**src/rtl/fifo_pkg.sv**
```systemverilog
package fifo_pkg;
  parameter int DATA_W = 12;
  parameter int TAG_W  = 3;
  localparam int WORD_W = 1 + TAG_W + DATA_W;

  typedef struct packed {
    logic              valid;
    logic [TAG_W-1:0]  tag;
    logic [DATA_W-1:0] data;
  } entry_t;

  typedef struct packed {
    logic doWrite;
    logic doShift;
  } strobe_t;
endpackage

```
**src/rtl/fifo_control.sv**
```systemverilog
module fifo_control
  import fifo_pkg::*;
(
  input  logic    clk,
  input  logic    rstN,
  input  logic    wrEn,
  input  logic    rdStrobe,
  input  logic    full,
  input  logic    empty,
  output strobe_t strb,
  output logic    overflow
);
  logic prevRd;
  logic readDone;

  always_ff @(posedge clk or negedge rstN) begin
    if (!rstN) prevRd <= 1'b0;
    else       prevRd <= rdStrobe;
  end

  assign readDone     = prevRd & ~rdStrobe;
  assign strb.doShift = readDone & ~empty;
  assign strb.doWrite = wrEn & (~full | strb.doShift);

  always_ff @(posedge clk or negedge rstN) begin
    if (!rstN)                                  overflow <= 1'b0;
    else if (wrEn && full && !strb.doShift)     overflow <= 1'b1;
  end


  ovf_sticky_chk: assert property (@(posedge clk) disable iff (!rstN)
    overflow |=> overflow);


  ovf_raise_chk: assert property (@(posedge clk) disable iff (!rstN)
    (wrEn && full && !readDone) |=> overflow);


  shift_edge_chk: assert property (@(posedge clk) disable iff (!rstN)
    strb.doShift |-> ($past(rdStrobe) && !rdStrobe));
endmodule

```
**src/rtl/fifo_datapath.sv**
```systemverilog
module fifo_datapath
  import fifo_pkg::*;
#(
  parameter int DEPTH = 6,
  localparam int CNT_W = $clog2(DEPTH + 1)
)(
  input  logic              clk,
  input  logic              rstN,
  input  strobe_t           strb,
  input  logic [TAG_W-1:0]  wrTag,
  input  logic [DATA_W-1:0] wrData,
  output entry_t            head,
  output logic [CNT_W-1:0]  count,
  output logic              full,
  output logic              empty
);
  entry_t [DEPTH-1:0] slots;
  entry_t [DEPTH-1:0] shifted;
  entry_t [DEPTH-1:0] nextSlots;
  logic   [CNT_W-1:0] insertAt;

  always_comb begin
    count = '0;
    for (int i = 0; i < DEPTH; i++) count = count + CNT_W'(slots[i].valid);
  end

  assign full  = (count == CNT_W'(DEPTH));
  assign empty = (count == '0);

  genvar g;
  generate
    for (g = 0; g < DEPTH; g++) begin : gShift
      if (g == DEPTH - 1) begin : gTop
        assign shifted[g] = strb.doShift ? '0 : slots[g];
      end else begin : gMid
        assign shifted[g] = strb.doShift ? slots[g+1] : slots[g];
      end
    end
  endgenerate

  assign insertAt = count - CNT_W'(strb.doShift);

  always_comb begin
    nextSlots = shifted;
    for (int i = 0; i < DEPTH; i++) begin
      if (strb.doWrite && insertAt == CNT_W'(i)) begin
        nextSlots[i].valid = 1'b1;
        nextSlots[i].tag   = wrTag;
        nextSlots[i].data  = wrData;
      end
    end
  end

  always_ff @(posedge clk or negedge rstN) begin
    if (!rstN) slots <= '0;
    else       slots <= nextSlots;
  end

  assign head = slots[0];


  lone_write_chk: assert property (@(posedge clk) disable iff (!rstN)
    (strb.doWrite && !strb.doShift) |=> (count == $past(count) + CNT_W'(1)));


  lone_shift_chk: assert property (@(posedge clk) disable iff (!rstN)
    (strb.doShift && !strb.doWrite) |=> (count == $past(count) - CNT_W'(1)));


  merged_chk: assert property (@(posedge clk) disable iff (!rstN)
    (strb.doShift && strb.doWrite) |=> (count == $past(count)));


  hold_chk: assert property (@(posedge clk) disable iff (!rstN)
    (!strb.doShift && !strb.doWrite) |=> $stable(slots));


  empty_zero_chk: assert property (@(posedge clk) disable iff (!rstN)
    empty |-> (head == '0));


  generate
    for (g = 0; g < DEPTH - 1; g++) begin : gContig
      contig_chk: assert property (@(posedge clk) disable iff (!rstN)
        slots[g+1].valid |-> slots[g].valid);
    end
  endgenerate
endmodule

```
**src/rtl/tagged_result_fifo.sv**
```systemverilog
module tagged_result_fifo
  import fifo_pkg::*;
#(
  parameter int DEPTH = 6,
  localparam int CNT_W = $clog2(DEPTH + 1)
)(
  input  logic              clk,
  input  logic              rstN,
  input  logic              wrEn,
  input  logic [TAG_W-1:0]  wrTag,
  input  logic [DATA_W-1:0] wrData,
  input  logic              rdStrobe,
  output logic [WORD_W-1:0] rdWord,
  output logic              overflow
);
  strobe_t            strb;
  entry_t             head;
  logic [CNT_W-1:0]   count;
  logic               full;
  logic               empty;

  fifo_control uCtrl (
    .clk(clk), .rstN(rstN), .wrEn(wrEn), .rdStrobe(rdStrobe),
    .full(full), .empty(empty), .strb(strb), .overflow(overflow)
  );

  fifo_datapath #(.DEPTH(DEPTH)) uData (
    .clk(clk), .rstN(rstN), .strb(strb), .wrTag(wrTag), .wrData(wrData),
    .head(head), .count(count), .full(full), .empty(empty)
  );

  assign rdWord = {head.valid, head.tag, head.data};


  valid_flag_chk: assert property (@(posedge clk) disable iff (!rstN)
    rdWord[WORD_W-1] == (count != '0));
endmodule

```
**config.mk**
```make
export PLATFORM = sky130hd
export DESIGN_NAME = tagged_result_fifo
export DESIGN_NICKNAME = d
export VERILOG_FILES = /design/src/rtl/fifo_pkg.sv /design/src/rtl/fifo_control.sv /design/src/rtl/fifo_datapath.sv /design/src/rtl/tagged_result_fifo.sv
export SDC_FILE = /design/constraint.sdc
export NUM_CORES = 1
export LEC_CHECK = 0
export ABC_AREA = 0
export BUFFER_PORTS_ARGS = -buffer_cell sky130_fd_sc_hd__buf_2
export CAP_MARGIN = 25
export CELL_PAD_IN_SITES_DETAIL_PLACEMENT = 0
export CELL_PAD_IN_SITES_GLOBAL_PLACEMENT = 1
export CORE_MARGIN = 2
export CORE_UTILIZATION = 32
export CTS_BUF_LIST = sky130_fd_sc_hd__clkbuf_4 sky130_fd_sc_hd__clkbuf_8 sky130_fd_sc_hd__clkbuf_16
export DETAILED_ROUTE_END_ITERATION = 12
export GPL_ROUTABILITY_DRIVEN = 0
export PLACE_DENSITY_LB_ADDON = 0.1
export SYNTH_ARGS = -nofsm -noshare
export SYNTH_HDL_FRONTEND = slang
export SYNTH_HIERARCHICAL = 1
export SYNTH_SLANG_ARGS = --single-unit
```
**constraint.sdc**
```tcl
create_clock -name clk -period 4.7 [get_ports clk]
set_clock_uncertainty 0.05 [all_clocks]
set_input_delay 0.94 -clock clk [delete_from_list [all_inputs] [get_ports clk]]
set_output_delay 0.94 -clock clk [all_outputs]
set_load 0.01 [all_outputs]
```
==> metrics.yaml, run 1 <==
run_status:
  outcome: "complete, no violations"
cts:
  clock_sinks: 98
  ctsResizeCount: 0
  cts_made_buffers: 9
  clock_latency_ps: 350
  cts_tree: "done"
  cts_hold_buf: 0
  cts_max_level: 3
  cts-root-buf: "clkbuf_16"
  cts_buffer_depth: 2
  clk_pin_slew_ps: 70
  cts_setup_buffers: 0
sta:
  min_period_ps: 4200
  finalSetupViolations: 0
  fmax_ghz: 0.238
  tightest_slew_ps: 881
  report.final.slew_viol_count: 0
  hold_violations: 0
  rsz0062_at_grt: "no"
  fin_crit_sh_pct: 89.3
  slew_headroom_pct: 41.3
  setup_ws_ps: 503
  setup-tns-final_ps: 0
floorplan:
  die_y_um: 127
  fp-row-count: 44
  fp.dieW_um: 127
  start_util_pct: 32.9
  die_area_um2: 16100
  ios: 36
  core_area_um2: 14600
synthesis:
  synth_area_um2: 4820
  synth_area_leader_cell: "dfrtp_1"
  yosysWarnings: 6
  yosysSeqAreaShare_pct: 50.9
  synth_nets: 362
  synth_cell_types: 29
  syn_avg_cell_area_um2: 14.3
  synth_top_area_share_pct: 50.9
  ys_top_cells_by_area: "dfrtp_1, mux2_2, nor2b_1"
  synth_cells: 337
  ys_seq_elements: 98
worst_setup_path:
  arrival_ps: 4380
  crit_family: "adder cells"
  r2r_cells: 14
  timing.rr.start: "uData/slots[47]"
  end_kind: "flip-flop"
  critPathKind: "flip-flop to flip-flop"
  regToRegSetupSlack_ps: 500
  start_kind: "flip-flop"
  cp-startpoint: "uData/slots[47]"
  r2r_end: "uData/slots[45]"
  cp-endpoint: "uData/slots[45]"
  cp_max_fo: 16
  slowest_delay_ps: 540
  path_buf_inv: 4
  path_depth: 14
  crit_path_frequent_cell: "fa_1"
  crit_path_top_delay_cell: "fa_1"
  path_cells: "fa_1 -> inv_1 -> fa_1 -> inv_1 -> fa_1 -> nor3_1 -> or3b_1 -> clkinv_2 -> ha_1 -> ha_1 -> xnor2_2 -> and4_1 -> buf_4 -> mux2_2"
  required_ps: 4880
global_routing:
  grt_max_degree: 99
  grtUsageTotal_pct: 13.3
  grt_overflow_total: 0
  grt_pass1_vias: 2981
  grt_pass1_wl_um: 16200
  antenna_found_initial: 0
placed_design:
  placed_area_um2: 5240
  dp_hpwl_um: 5810
  pre_cts_slack_ps: 455
  port_buffers: 35
finish:
  drive_gt1_share_pct: 60.5
  layout_common_cells: "mux2_2, dfrtp_1, buf_2"
  n_antenna_cell: 0
  fin_area_um2: 5560
  area_growth_pct: 15.4
  layout_commonest_cell: "mux2_2"
  nNetsFinal: 402
  fill_cells: 1430
min_path:
  min_path_type: "flip-flop to flip-flop"
routing:
  via_per_inst: 4.79
  drt_pass1_iterations: 4
  route.vias.total: 2711
  drt-total-wl_um: 9600
  first_iter_violations: 74
  route.detailed.drc: 0
  avgRoutedWirePerCell_um: 17.0
  final_antenna_net_count: 0
job:
  cap_violations: 0
registers in the layout (all words and copies together), names as in the netlist:
signal          cells
uCtrl/overflow      1
uCtrl/prevRd        1
uData/head         16
uData/slots        80
layer usage:
metal / global-route usage [%] / routed length (um) / vias to the layer above
met5: 0 / 0 / -
met4: 6.40 / 206 / 0
met3: 2.78 / 223 / 12
met2: 20.9 / 4510 / 34
met1: 17.6 / 4660 / 1381
li1: - / - / 1284
layout make-up:
class / count / area [um^2] / area share (%)
clock buffers: 11 / 240 / 4.32
clock inverters: 5 / 78.8 / 1.42
inverters: 8 / 31.3 / 0.562
multi-input cells: 213 / 2250 / 40.4
flip-flops and latches: 98 / 2450 / 44.1
well taps: 184 / 230 / 4.14
repair buffers: 47 / 280 / 5.04
how the worst min path moves through the flow:
stage	cells past startpoint	from	end	slack, ps
finish	1	uCtrl/overflow	uCtrl/overflow	430
floorplan	2	uData/slots[79]	uData/slots[63]	420
global route	1	uCtrl/overflow	uCtrl/overflow	470
global placement	1	uCtrl/overflow	uCtrl/overflow	410
detailed placement	1	uCtrl/overflow	uCtrl/overflow	420
CTS	1	uCtrl/overflow	uCtrl/overflow	430
cell families (layout without fill, tap and decap cells):
kind of cell | after synthesis | after routing | share of synthesized area (%)
flip-flops | 98 | 98 | 50.9
adder cells (fa/ha/maj) | 6 | 6 | 2.02
multiplexers | 168 | 168 | 39.2
AND/OR/NAND/NOR | 29 | 29 | 3.71
AO/OA/AOI/OAI | 7 | 7 | 1.04
buffers and inverters | 26 | 71 | 2.49
XOR/XNOR | 3 | 3 | 0.701
cell usage after synthesis (all sizes together):
cell type / n
mux2i: 3
nand4b: 1
o22ai: 1
nor2b: 16
xnor2: 1
xor2: 2
nor2: 4
o21ai: 2
nand3b: 1
inv: 8
nor3: 1
dfrtp: 98
or3b: 1
and3: 1
a31o: 1
fa: 3
nand3: 1
a211o: 1
a21boi: 1
nand2: 2
ha: 3
buf: 10
clkbuf: 8
mux2: 165
and4: 1
o221ai: 1
through the flow:
stage / instances / util, % / hold slack, ps
after floorplan: 337 / - / 418
after global placement: 550 / 35.8 / 411
after detailed placement: 550 / 35.8 / 418
after CTS: 566 / 38.0 / 435
after global routing: 566 / 38.0 / 474
final: 566 / 38.0 / 430
Power of run 1 is left out: the tool's default activity adds up to more than one toggle a clock period on the data nets, which glitch-free logic cannot reach.
==> run 2, diff against run 1 <==
Settings changed: CELL_PAD_IN_SITES_DETAIL_PLACEMENT 0 to unset, CELL_PAD_IN_SITES_GLOBAL_PLACEMENT 1 to unset, PLACE_DENSITY_LB_ADDON 0.1 to unset.
==> run 2 against run 1 <==
Net effect: first-iteration DRC count is 72% higher; via count shrank 0.89%; non-clock buffer count is the same; fmax decreased by 3.6%; count of clock-buffer cells in the layout unchanged; critical endpoint unchanged.
==> metrics.yaml, run 2 (synthesized netlist as in run 1, its figures left out) <==
floorplan:
  die_y_um: 127
  fp-row-count: 44
  start_util_pct: 32.9
  core_area_um2: 14600
  die_area_um2: 16100
  ios: 36
  fp.dieW_um: 127
worst_setup_path:
  end_kind: "flip-flop"
  critPathKind: "flip-flop to flip-flop"
  regToRegSetupSlack_ps: 350
  required_ps: 4870
  r2r_cells: 14
  start_kind: "flip-flop"
  arrival_ps: 4520
  cp_max_fo: 11
  r2r_end: "uData/slots[45]"
  timing.rr.start: "uData/slots[47]"
job:
  cap_violations: 0
finish:
  regMostFlops: "uData/slots"
  layout_common_cells: "mux2_2, dfrtp_1, buf_2"
  n_antenna_cell: 0
  largest_reg_flops: 80
  area_growth_pct: 15.7
  layout_commonest_cell: "mux2_2"
  drive_gt1_share_pct: 60.5
  fill_cells: 1386
  nNetsFinal: 402
min_path:
  min_path_type: "input pin to asynchronous set/reset pin"
global_routing:
  antenna_found_initial: 0
  grt_overflow_total: 0
  grt_pass1_vias: 2978
  grt_max_degree: 74
  grtUsageTotal_pct: 11.6
  grt_pass1_wl_um: 14700
sta:
  fin_crit_sh_pct: 92.6
  finalSetupViolations: 0
  slew_headroom_pct: 50.2
  tightest_slew_ps: 747
  hold_violations: 0
  fmax_ghz: 0.230
  setup-tns-final_ps: 0
  report.final.slew_viol_count: 0
  rsz0062_at_grt: "no"
  min_period_ps: 4350
cts:
  cts-root-buf: "clkbuf_16"
  clock_sinks: 98
  cts_tree: "done"
  cts_max_level: 3
  cts_hold_buf: 0
  cts_buffer_depth: 2
  cts_setup_buffers: 0
  clk_pin_slew_ps: 70
  ctsResizeCount: 0
  cts_made_buffers: 9
  clock_latency_ps: 340
routing:
  first_iter_violations: 127
  avgRoutedWirePerCell_um: 15.1
  route.vias.total: 2687
  drt_pass1_iterations: 4
  final_antenna_net_count: 0
  via_per_inst: 4.75
  drt-total-wl_um: 8560
  route.detailed.drc: 0
placed_design:
  port_buffers: 35
  dp_hpwl_um: 5580
run_status:
  outcome: "complete, no violations"
[run 2: cell count changes in the layout (fill, tap and decap cells not counted)]
| cell | previous run | this run |
|---|---|---|
| bufinv_16 | 2 | 1 |
| buf_16 | 0 | 1 |
| buf_4 | 12 | 11 |
| inv_6 | 0 | 1 |
| clkinv_2 | 3 | 2 |
| clkbuf_8 | 0 | 2 |
| clkbuf_4 | 2 | 0 |
| clkinvlp_4 | 0 | 1 |
[run 2: how the worst max path moves through the flow]
| stage | start | to | depth (start not counted) |
|---|---|---|---|
| 6_report | uData/slots[47] | uData/slots[45] | 14 |
| 5_1_grt | uData/slots[47] | uData/slots[45] | 14 |
| 4_1_cts | uData/slots[47] | uData/slots[41] | 14 |
| 3_5_place_dp | uData/slots[47] | uData/slots[41] | 14 |
| 3_3_place_gp | uData/slots[47] | uData/slots[35] | 14 |
| 2_1_floorplan | uData/slots[47] | uData/head[10] | 14 |
[run 2: worst max-delay path: stages, from the launching register on]
cell and delay [ps]:
dfrtp_1 410, fa_1 540, inv_1 50, fa_1 380, inv_1 80, fa_1 470, nor3_1 200, or3b_1 190
clkinv_2 70, ha_1 230, ha_1 240, xnor2_2 320, and4_1 470, buf_12 200, mux2_2 330
[run 2: cell type report]
cell class,instances,area (um^2),share of cell area (%)
clock buffers,11,253,4.53
clock inverters,5,60.1,1.08
inverters,8,31.3,0.561
multi-input cells,213,2250,40.3
flip-flops and latches,98,2450,44.0
well taps,184,230,4.13
repair buffers,47,300,5.39
[run 2: per-stage QoR]
stage	worst slack [ps]	instances	hold WS, ps	utilization, %	area (um^2)
6_report	349	566	420	38.1	5580
5_1_grt	79.9	566	424	38.1	5580
4_1_cts	297	565	425	37.9	5550
3_5_place_dp	298	549	410	35.7	5240
3_3_place_gp	452	549	407	35.7	5240
2_1_floorplan	761	337	418	-	4820
[run 2: metal layers]
layer	vias up	wire (um)	part of all wire [%]	GRT usage, %
met4	0	137	1.6	4.85
met1	1368	3840	45	14.0
li1	1288	-	-	-
met3	8	201	2.3	2.19
met2	23	4370	51	20.5
met5	-	0	0	0
Power of run 2 is left out for the same reason.
